### src/rtl/tmr_cc_pkg.sv
package tmr_cc_pkg;

  typedef enum logic [1:0] {
    ACT_KEEP = 2'b00,
    ACT_LOW  = 2'b01,
    ACT_HIGH = 2'b10,
    ACT_FLIP = 2'b11
  } act_e;

  typedef struct packed {
    logic       cap_en;
    logic [1:0] b_sel;
    logic [1:0] a_sel;
  } ctrl_t;

  localparam int CTRL_W = $bits(ctrl_t);

  localparam logic [1:0] ADDR_CNT  = 2'd0;
  localparam logic [1:0] ADDR_CMPA = 2'd1;
  localparam logic [1:0] ADDR_CMPB = 2'd2;
  localparam logic [1:0] ADDR_CTRL = 2'd3;

  // The encoding order equals the priority order.
  function automatic act_e stronger(input act_e x, input act_e y);
    return (x > y) ? x : y;
  endfunction

  function automatic logic next_level(input logic cur, input act_e act);
    case (act)
      ACT_LOW:  return 1'b0;
      ACT_HIGH: return 1'b1;
      ACT_FLIP: return ~cur;
      default:  return cur;
    endcase
  endfunction

  function automatic logic edge_hit(input logic [1:0] sel, input logic rise,
                                    input logic fall);
    if (sel[1]) return rise | fall;
    if (sel[0]) return fall;
    return rise;
  endfunction

endpackage

### src/rtl/tmr_cc_regs.sv
module tmr_cc_regs
  import tmr_cc_pkg::*;
#(
  parameter int CW = 8
) (
  input  logic          clk,
  input  logic          rst_n,
  input  logic          tick,
  input  logic          bus_wr,
  input  logic [1:0]    bus_addr,
  input  logic [CW-1:0] bus_wdata,
  input  logic          cap_load,
  output logic [CW-1:0] cnt,
  output logic [CW-1:0] cmp_a,
  output logic [CW-1:0] cmp_b,
  output ctrl_t         ctrl,
  output logic          cnt_wr,
  output logic [CW-1:0] bus_rdata
);

  localparam int PAD_W = CW - CTRL_W;

  logic wr_a, wr_b, wr_ctrl;

  assign cnt_wr  = bus_wr && (bus_addr == ADDR_CNT);
  assign wr_a    = bus_wr && (bus_addr == ADDR_CMPA);
  assign wr_b    = bus_wr && (bus_addr == ADDR_CMPB) && !ctrl.cap_en;
  assign wr_ctrl = bus_wr && (bus_addr == ADDR_CTRL);

  always_ff @(posedge clk or negedge rst_n) begin
    if (!rst_n) begin
      cnt <= '0;
    end else if (cnt_wr) begin
      cnt <= bus_wdata;
    end else if (tick) begin
      cnt <= cnt + 1'b1;
    end
  end

  always_ff @(posedge clk or negedge rst_n) begin
    if (!rst_n) begin
      cmp_a <= '0;
    end else if (wr_a) begin
      cmp_a <= bus_wdata;
    end
  end

  always_ff @(posedge clk or negedge rst_n) begin
    if (!rst_n) begin
      cmp_b <= '0;
    end else if (cap_load) begin
      cmp_b <= cnt;
    end else if (wr_b) begin
      cmp_b <= bus_wdata;
    end
  end

  always_ff @(posedge clk or negedge rst_n) begin
    if (!rst_n) begin
      ctrl <= '0;
    end else if (wr_ctrl) begin
      ctrl <= ctrl_t'(bus_wdata[CTRL_W-1:0]);
    end
  end

  always_comb begin
    case (bus_addr)
      ADDR_CNT:  bus_rdata = cnt;
      ADDR_CMPA: bus_rdata = cmp_a;
      ADDR_CMPB: bus_rdata = cmp_b;
      default:   bus_rdata = {{PAD_W{1'b0}}, ctrl};
    endcase
  end

endmodule

### src/rtl/tmr_cc_edge.sv
module tmr_cc_edge
  import tmr_cc_pkg::*;
#(
  parameter int STAGES = 2
) (
  input  logic       clk,
  input  logic       rst_n,
  input  logic       cap_in,
  input  logic       enable,
  input  logic [1:0] sel,
  output logic       rise,
  output logic       fall,
  output logic       cap_load
);

  localparam int TOP = STAGES - 1;

  logic [STAGES-1:0] sync_q;
  logic              prev_q;

  always_ff @(posedge clk or negedge rst_n) begin
    if (!rst_n) begin
      sync_q <= '0;
      prev_q <= 1'b0;
    end else begin
      sync_q <= {sync_q[STAGES-2:0], cap_in};
      prev_q <= sync_q[TOP];
    end
  end

  assign rise     = sync_q[TOP] & ~prev_q;
  assign fall     = ~sync_q[TOP] & prev_q;
  assign cap_load = enable && edge_hit(sel, rise, fall);

endmodule

### src/rtl/tmr_cc_outsel.sv
module tmr_cc_outsel
  import tmr_cc_pkg::*;
#(
  parameter int CW = 8
) (
  input  logic          clk,
  input  logic          rst_n,
  input  logic          tick,
  input  logic [CW-1:0] cnt,
  input  logic [CW-1:0] cmp_a,
  input  logic [CW-1:0] cmp_b,
  input  ctrl_t         ctrl,
  output logic          match_a,
  output logic          match_b,
  output act_e          act,
  output logic          tmr_out
);

  logic out_en;
  act_e act_a, act_b;

  assign match_a = tick && (cnt == cmp_a);
  assign match_b = tick && !ctrl.cap_en && (cnt == cmp_b);
  assign act_a   = match_a ? act_e'(ctrl.a_sel) : ACT_KEEP;
  assign act_b   = match_b ? act_e'(ctrl.b_sel) : ACT_KEEP;
  assign act     = stronger(act_a, act_b);
  assign out_en  = |{ctrl.b_sel, ctrl.a_sel};

  always_ff @(posedge clk or negedge rst_n) begin
    if (!rst_n) begin
      tmr_out <= 1'b0;
    end else if (out_en) begin
      tmr_out <= next_level(tmr_out, act);
    end
  end

endmodule

### src/rtl/tmr_cc_unit.sv
module tmr_cc_unit
  import tmr_cc_pkg::*;
#(
  parameter int CW          = 8,
  parameter int SYNC_STAGES = 2
) (
  input  logic          clk,
  input  logic          rst_n,
  input  logic          tick,
  input  logic          bus_wr,
  input  logic [1:0]    bus_addr,
  input  logic [CW-1:0] bus_wdata,
  output logic [CW-1:0] bus_rdata,
  input  logic          cap_in,
  output logic          tmr_out
);

  logic [CW-1:0] cnt_q, cmp_a_q, cmp_b_q;
  ctrl_t         ctrl_q;
  logic          cnt_wr, cap_load, cap_rise, cap_fall;
  logic          match_a, match_b;
  act_e          act;

  tmr_cc_regs #(.CW(CW)) u_regs (
    .clk       (clk),
    .rst_n     (rst_n),
    .tick      (tick),
    .bus_wr    (bus_wr),
    .bus_addr  (bus_addr),
    .bus_wdata (bus_wdata),
    .cap_load  (cap_load),
    .cnt       (cnt_q),
    .cmp_a     (cmp_a_q),
    .cmp_b     (cmp_b_q),
    .ctrl      (ctrl_q),
    .cnt_wr    (cnt_wr),
    .bus_rdata (bus_rdata)
  );

  tmr_cc_edge #(.STAGES(SYNC_STAGES)) u_edge (
    .clk      (clk),
    .rst_n    (rst_n),
    .cap_in   (cap_in),
    .enable   (ctrl_q.cap_en),
    .sel      (ctrl_q.b_sel),
    .rise     (cap_rise),
    .fall     (cap_fall),
    .cap_load (cap_load)
  );

  tmr_cc_outsel #(.CW(CW)) u_out (
    .clk     (clk),
    .rst_n   (rst_n),
    .tick    (tick),
    .cnt     (cnt_q),
    .cmp_a   (cmp_a_q),
    .cmp_b   (cmp_b_q),
    .ctrl    (ctrl_q),
    .match_a (match_a),
    .match_b (match_b),
    .act     (act),
    .tmr_out (tmr_out)
  );

endmodule

### config.mk
export PLATFORM = sky130hd
export DESIGN_NAME = tmr_cc_unit
export DESIGN_NICKNAME = d
export VERILOG_FILES = /design/src/rtl/tmr_cc_pkg.sv /design/src/rtl/tmr_cc_regs.sv /design/src/rtl/tmr_cc_edge.sv /design/src/rtl/tmr_cc_outsel.sv /design/src/rtl/tmr_cc_unit.sv
export SDC_FILE = /design/constraint.sdc
export NUM_CORES = 1
export LEC_CHECK = 0
export ABC_AREA = 1
export BUFFER_PORTS_ARGS = -buffer_cell sky130_fd_sc_hd__buf_2
export CAP_MARGIN = 40
export CORE_MARGIN = 2
export CORE_UTILIZATION = 60
export DETAILED_ROUTE_END_ITERATION = 16
export HOLD_SLACK_MARGIN = 0.08
export PLACE_DENSITY = 0.82
export SLEW_MARGIN = 0
export SYNTH_ARGS = -nofsm -noshare
export SYNTH_HDL_FRONTEND = slang
export SYNTH_SLANG_ARGS = --single-unit
### constraint.sdc
create_clock -name clk -period 3 [get_ports clk]
set_input_delay 0.15 -clock clk [delete_from_list [all_inputs] [get_ports clk]]
set_output_delay 0.15 -clock clk [all_outputs]
set_load 0.01 [all_outputs]
==> results.py <==
metrics = {
    "yosys": {
        "synth_edf_count": 0,
        "ys_warn_count": 0,
        "synth-seq-cells": 33,
        "synth_area_um2": 2107,
        "synth_top_area_share_pct": 39.19,
        "yosysTopAreaCell": "dfrtp_1",
        "ys.flop_type": "dfrtp_1",
        "yosysSeqAreaShare_pct": 39.19,
        "async_flop_share_pct": 100.0,
        "synth_fp_nets": 304,
        "synth.distinct_cells": 29,
        "synth_area_per_cell_um2": 7.445,
        "syn_inst": 283,
        "netlist_top_cells_area": "dfrtp_1 (39%), nand2_1 (15%), inv_1 (8.2%)",
    },
    "timing": {
        "finalClockSkew_ns": 0.02060,
        "setup_tns_ns": 0,
        "min_period_ns": 2.191,
        "rsz0062_at_grt": "no",
        "hold_viol_final": 0,
        "finalMaxSlewViolations": 0,
        "slew_headroom_pct": 50.44,
        "max_freq_ghz": 0.4563,
        "min_period_over_period_pct": 73.04,
        "finalHoldWorstSlack_ns": 0.08602,
        "setup_viol": 0,
        "tightest_slew_ns": 0.7435,
    },
    "cells_and_area": {
        "nNetsFinal": 334,
        "layout_common_cells": "nand2_1 (87), inv_1 (46), dfrtp_1 (33)",
        "final_core_utilization_pct": 70.24,
        "final_common_cell": "nand2_1",
        "layout-drive-gt1-share_pct": 18.79,
        "area_growth_pct": 12.11,
        "final_cells": 360,
        "n_antenna_cell": 0,
    },
    "setup_path": {
        "reg2reg_slack_ns": 0.81,
        "worstPathArrival_ns": 2.46,
        "reg2reg_to": "u_out.tmr_out$_DFFE_PN0P_",
        "critPathSlowestCell": "dfrtp_1",
        "crit_type": "reg2reg",
        "cp_cell_sequence": "inv_2 > nand2_2 > o21ai_1 > nor4_1 > and2_1 > nand2_1 > ha_1 > a22oi_1 > inv_1 > nand2_1 > nand3_1 > nand2_1 > inv_1",
        "path_common_cell": "nand2_1",
        "path_max_fanout": 8,
        "crit_path_start_kind": "register",
        "rr_worst_depth": 13,
        "cp.required_ns": 3.27,
        "cp_top_family": "simple AND/OR/NAND/NOR gates",
        "rr_startpoint": "u_regs.cnt[0]$_DFFE_PN0P_",
        "end_kind": "register",
        "cpPeakStageDelay_ns": 0.52,
        "critPathBufInv": 3,
    },
    "placement": {
        "dp.cells": 349,
        "portBuffers": 23,
        "dp_hpwl_mm": 4.159,
        "place_congestion": 0.9856,
    },
    "worst_hold_path": {
        "whs_path_depth": 3,
        "holdCritStartpoint": "bus_wdata[5]",
        "hold_class": "in2reg",
        "hold-path-endpoint": "u_regs.cmp_a[5]$_DFFE_PN0P_",
    },
    "grt": {
        "grt.total_usage_pct": 29.88,
        "grt_pass1_wl_mm": 9.011,
        "grt_pass1_vias": 1857,
        "grt_max_degree": 34,
        "grt_remaining_overflow": 0,
        "antenna_found_initial": 0,
    },
    "die": {
        "io-pin-count": 24,
        "initial_core_util_pct": 62.65,
        "die_w_um": 63.26,
        "num_rows": 21,
        "core_um2": 3363,
        "die-area_um2": 4002,
        "die_h_um": 63.26,
    },
    "clock_network": {
        "cts_buffer_depth": 2,
        "cts_sinks": 33,
        "numCtsBuffers": 5,
        "post_cts_buffers": 0,
        "cts_root_buf": "clkbuf_4",
        "cts.repair.resized": 0,
        "cts_tree": "done",
        "clk_latency_ns": 0.35,
        "clkTransAtPathRegs_ns": 0.12,
        "cts.htree.levels": 2,
    },
    "route": {
        "wl_met3_um": 396,
        "wl_met2_mm": 2.629,
        "wire_per_inst_um": 15.27,
        "via_per_inst": 5.550,
        "wl_met1_mm": 2.374,
        "top_layer_used": "met4",
        "drc": 0,
        "vias": 1998,
        "routed_wl_mm": 5.496,
        "antenna_left": 0,
        "drt-pass1-iter-count": 4,
        "drt_iter0_drc": 190,
    },
    "power": {
        "vdd.ir_drop.worst_mv": 0.3591,
        "power.density_nw_per_um2": 666.9,
        "p_leak_uw": 0.001238,
    },
    "run": {
        "maxCapViolCount": 0,
    },
    "run_status": {
        "status": "complete, no violations",
    },
}
[final cells by class]
cell class	instances	area, um2
clock inverter	1	5.005
tap	46	57.56
fill	291	1001
multi-input combinational	194	1065
inverter	53	198.9
timing repair buffer	26	145.1
sequential	33	825.8
clock buffer	7	65.06
[worst min-delay path: cells and delay by family]
family,cells,cell delay (ns)
compound gates,1,0.07
buf+inv,2,0.18
[per-stage QoR]
| stage | instance area [um2] | total power, uW | setup slack, ns |
|---|---|---|---|
| 2_1_floorplan | 2107 | 1094 | 1.072 |
| 3_3_place_gp | 2262 | 1269 | 0.9037 |
| 3_5_place_dp | 2262 | 1275 | 0.8367 |
| 4_1_cts | 2362 | 1566 | 0.8104 |
| 5_1_grt | 2362 | 1687 | 0.5262 |
| 6_report | 2362 | 1575 | 0.8087 |
[cells by family after synthesis]
kind of cell | after synthesis | share of synthesized area [%]
AND/OR/NAND/NOR | 130 | 26.78
buffers and inverters | 56 | 10.27
AO/OA/AOI/OAI | 50 | 16.86
flip-flops | 33 | 39.19
XOR/XNOR | 8 | 3.326
adder cells (fa/ha/maj) | 6 | 3.563
[synth_stat cells, types with 2 or more instances]
cell type and instances:
dfrtp_1 33, inv_1 46, nand3_1 10, o211ai_1 3
nand4_1 2, o22ai_1 4, nor2_2 4, nand2_1 87
inv_2 7, o21ai_0 10, nand3_2 2, nor4_1 2
a21oi_1 7, nand2_2 4, nor2_1 14, o21ai_2 8
o2111ai_1 2, buf_2 2, ha_1 6, o221ai_1 14
xor2_1 8
[routing by layer]
layer | global-route usage (%) | up-vias
met4 | 9.511 | 0
met1 | 40.94 | 931
li1 | - | 980
met2 | 47.47 | 78
met5 | 0 | -
met3 | 6.607 | 9
[worst max-delay path by stage]
stage	cells past startpoint	start	slack, ns	endpoint
3_3_place_gp	13	u_regs.cnt[0]$_DFFE_PN0P_	0.90	u_out.tmr_out$_DFFE_PN0P_
5_1_grt	13	u_regs.cnt[0]$_DFFE_PN0P_	0.53	u_out.tmr_out$_DFFE_PN0P_
4_1_cts	13	u_regs.cnt[0]$_DFFE_PN0P_	0.81	u_out.tmr_out$_DFFE_PN0P_
2_1_floorplan	13	u_regs.cnt[0]$_DFFE_PN0P_	1.07	u_out.tmr_out$_DFFE_PN0P_
3_5_place_dp	13	u_regs.cnt[0]$_DFFE_PN0P_	0.84	u_out.tmr_out$_DFFE_PN0P_
6_report	13	u_regs.cnt[0]$_DFFE_PN0P_	0.81	u_out.tmr_out$_DFFE_PN0P_
[power breakdown]
group,switching (uW),total (uW),internal [uW]
sequential,136,695,559
combinational,365,587,222
clock,158,294,136
[what timing repair did]
item,in CTS,in global routing
hold endpoints to repair,35,0
hold buffers,3,0
endpoints found under the setup margin,0,0
[registers in the layout (all words and copies together), names as in the netlist]
name	cells
u_edge.prev_q	1
u_edge.sync_q	2
u_out.tmr_out	1
u_regs.cmp_a	8
u_regs.cmp_b	8
u_regs.cnt	8
u_regs.ctrl	5
Power figures use the tool's default switching activity.
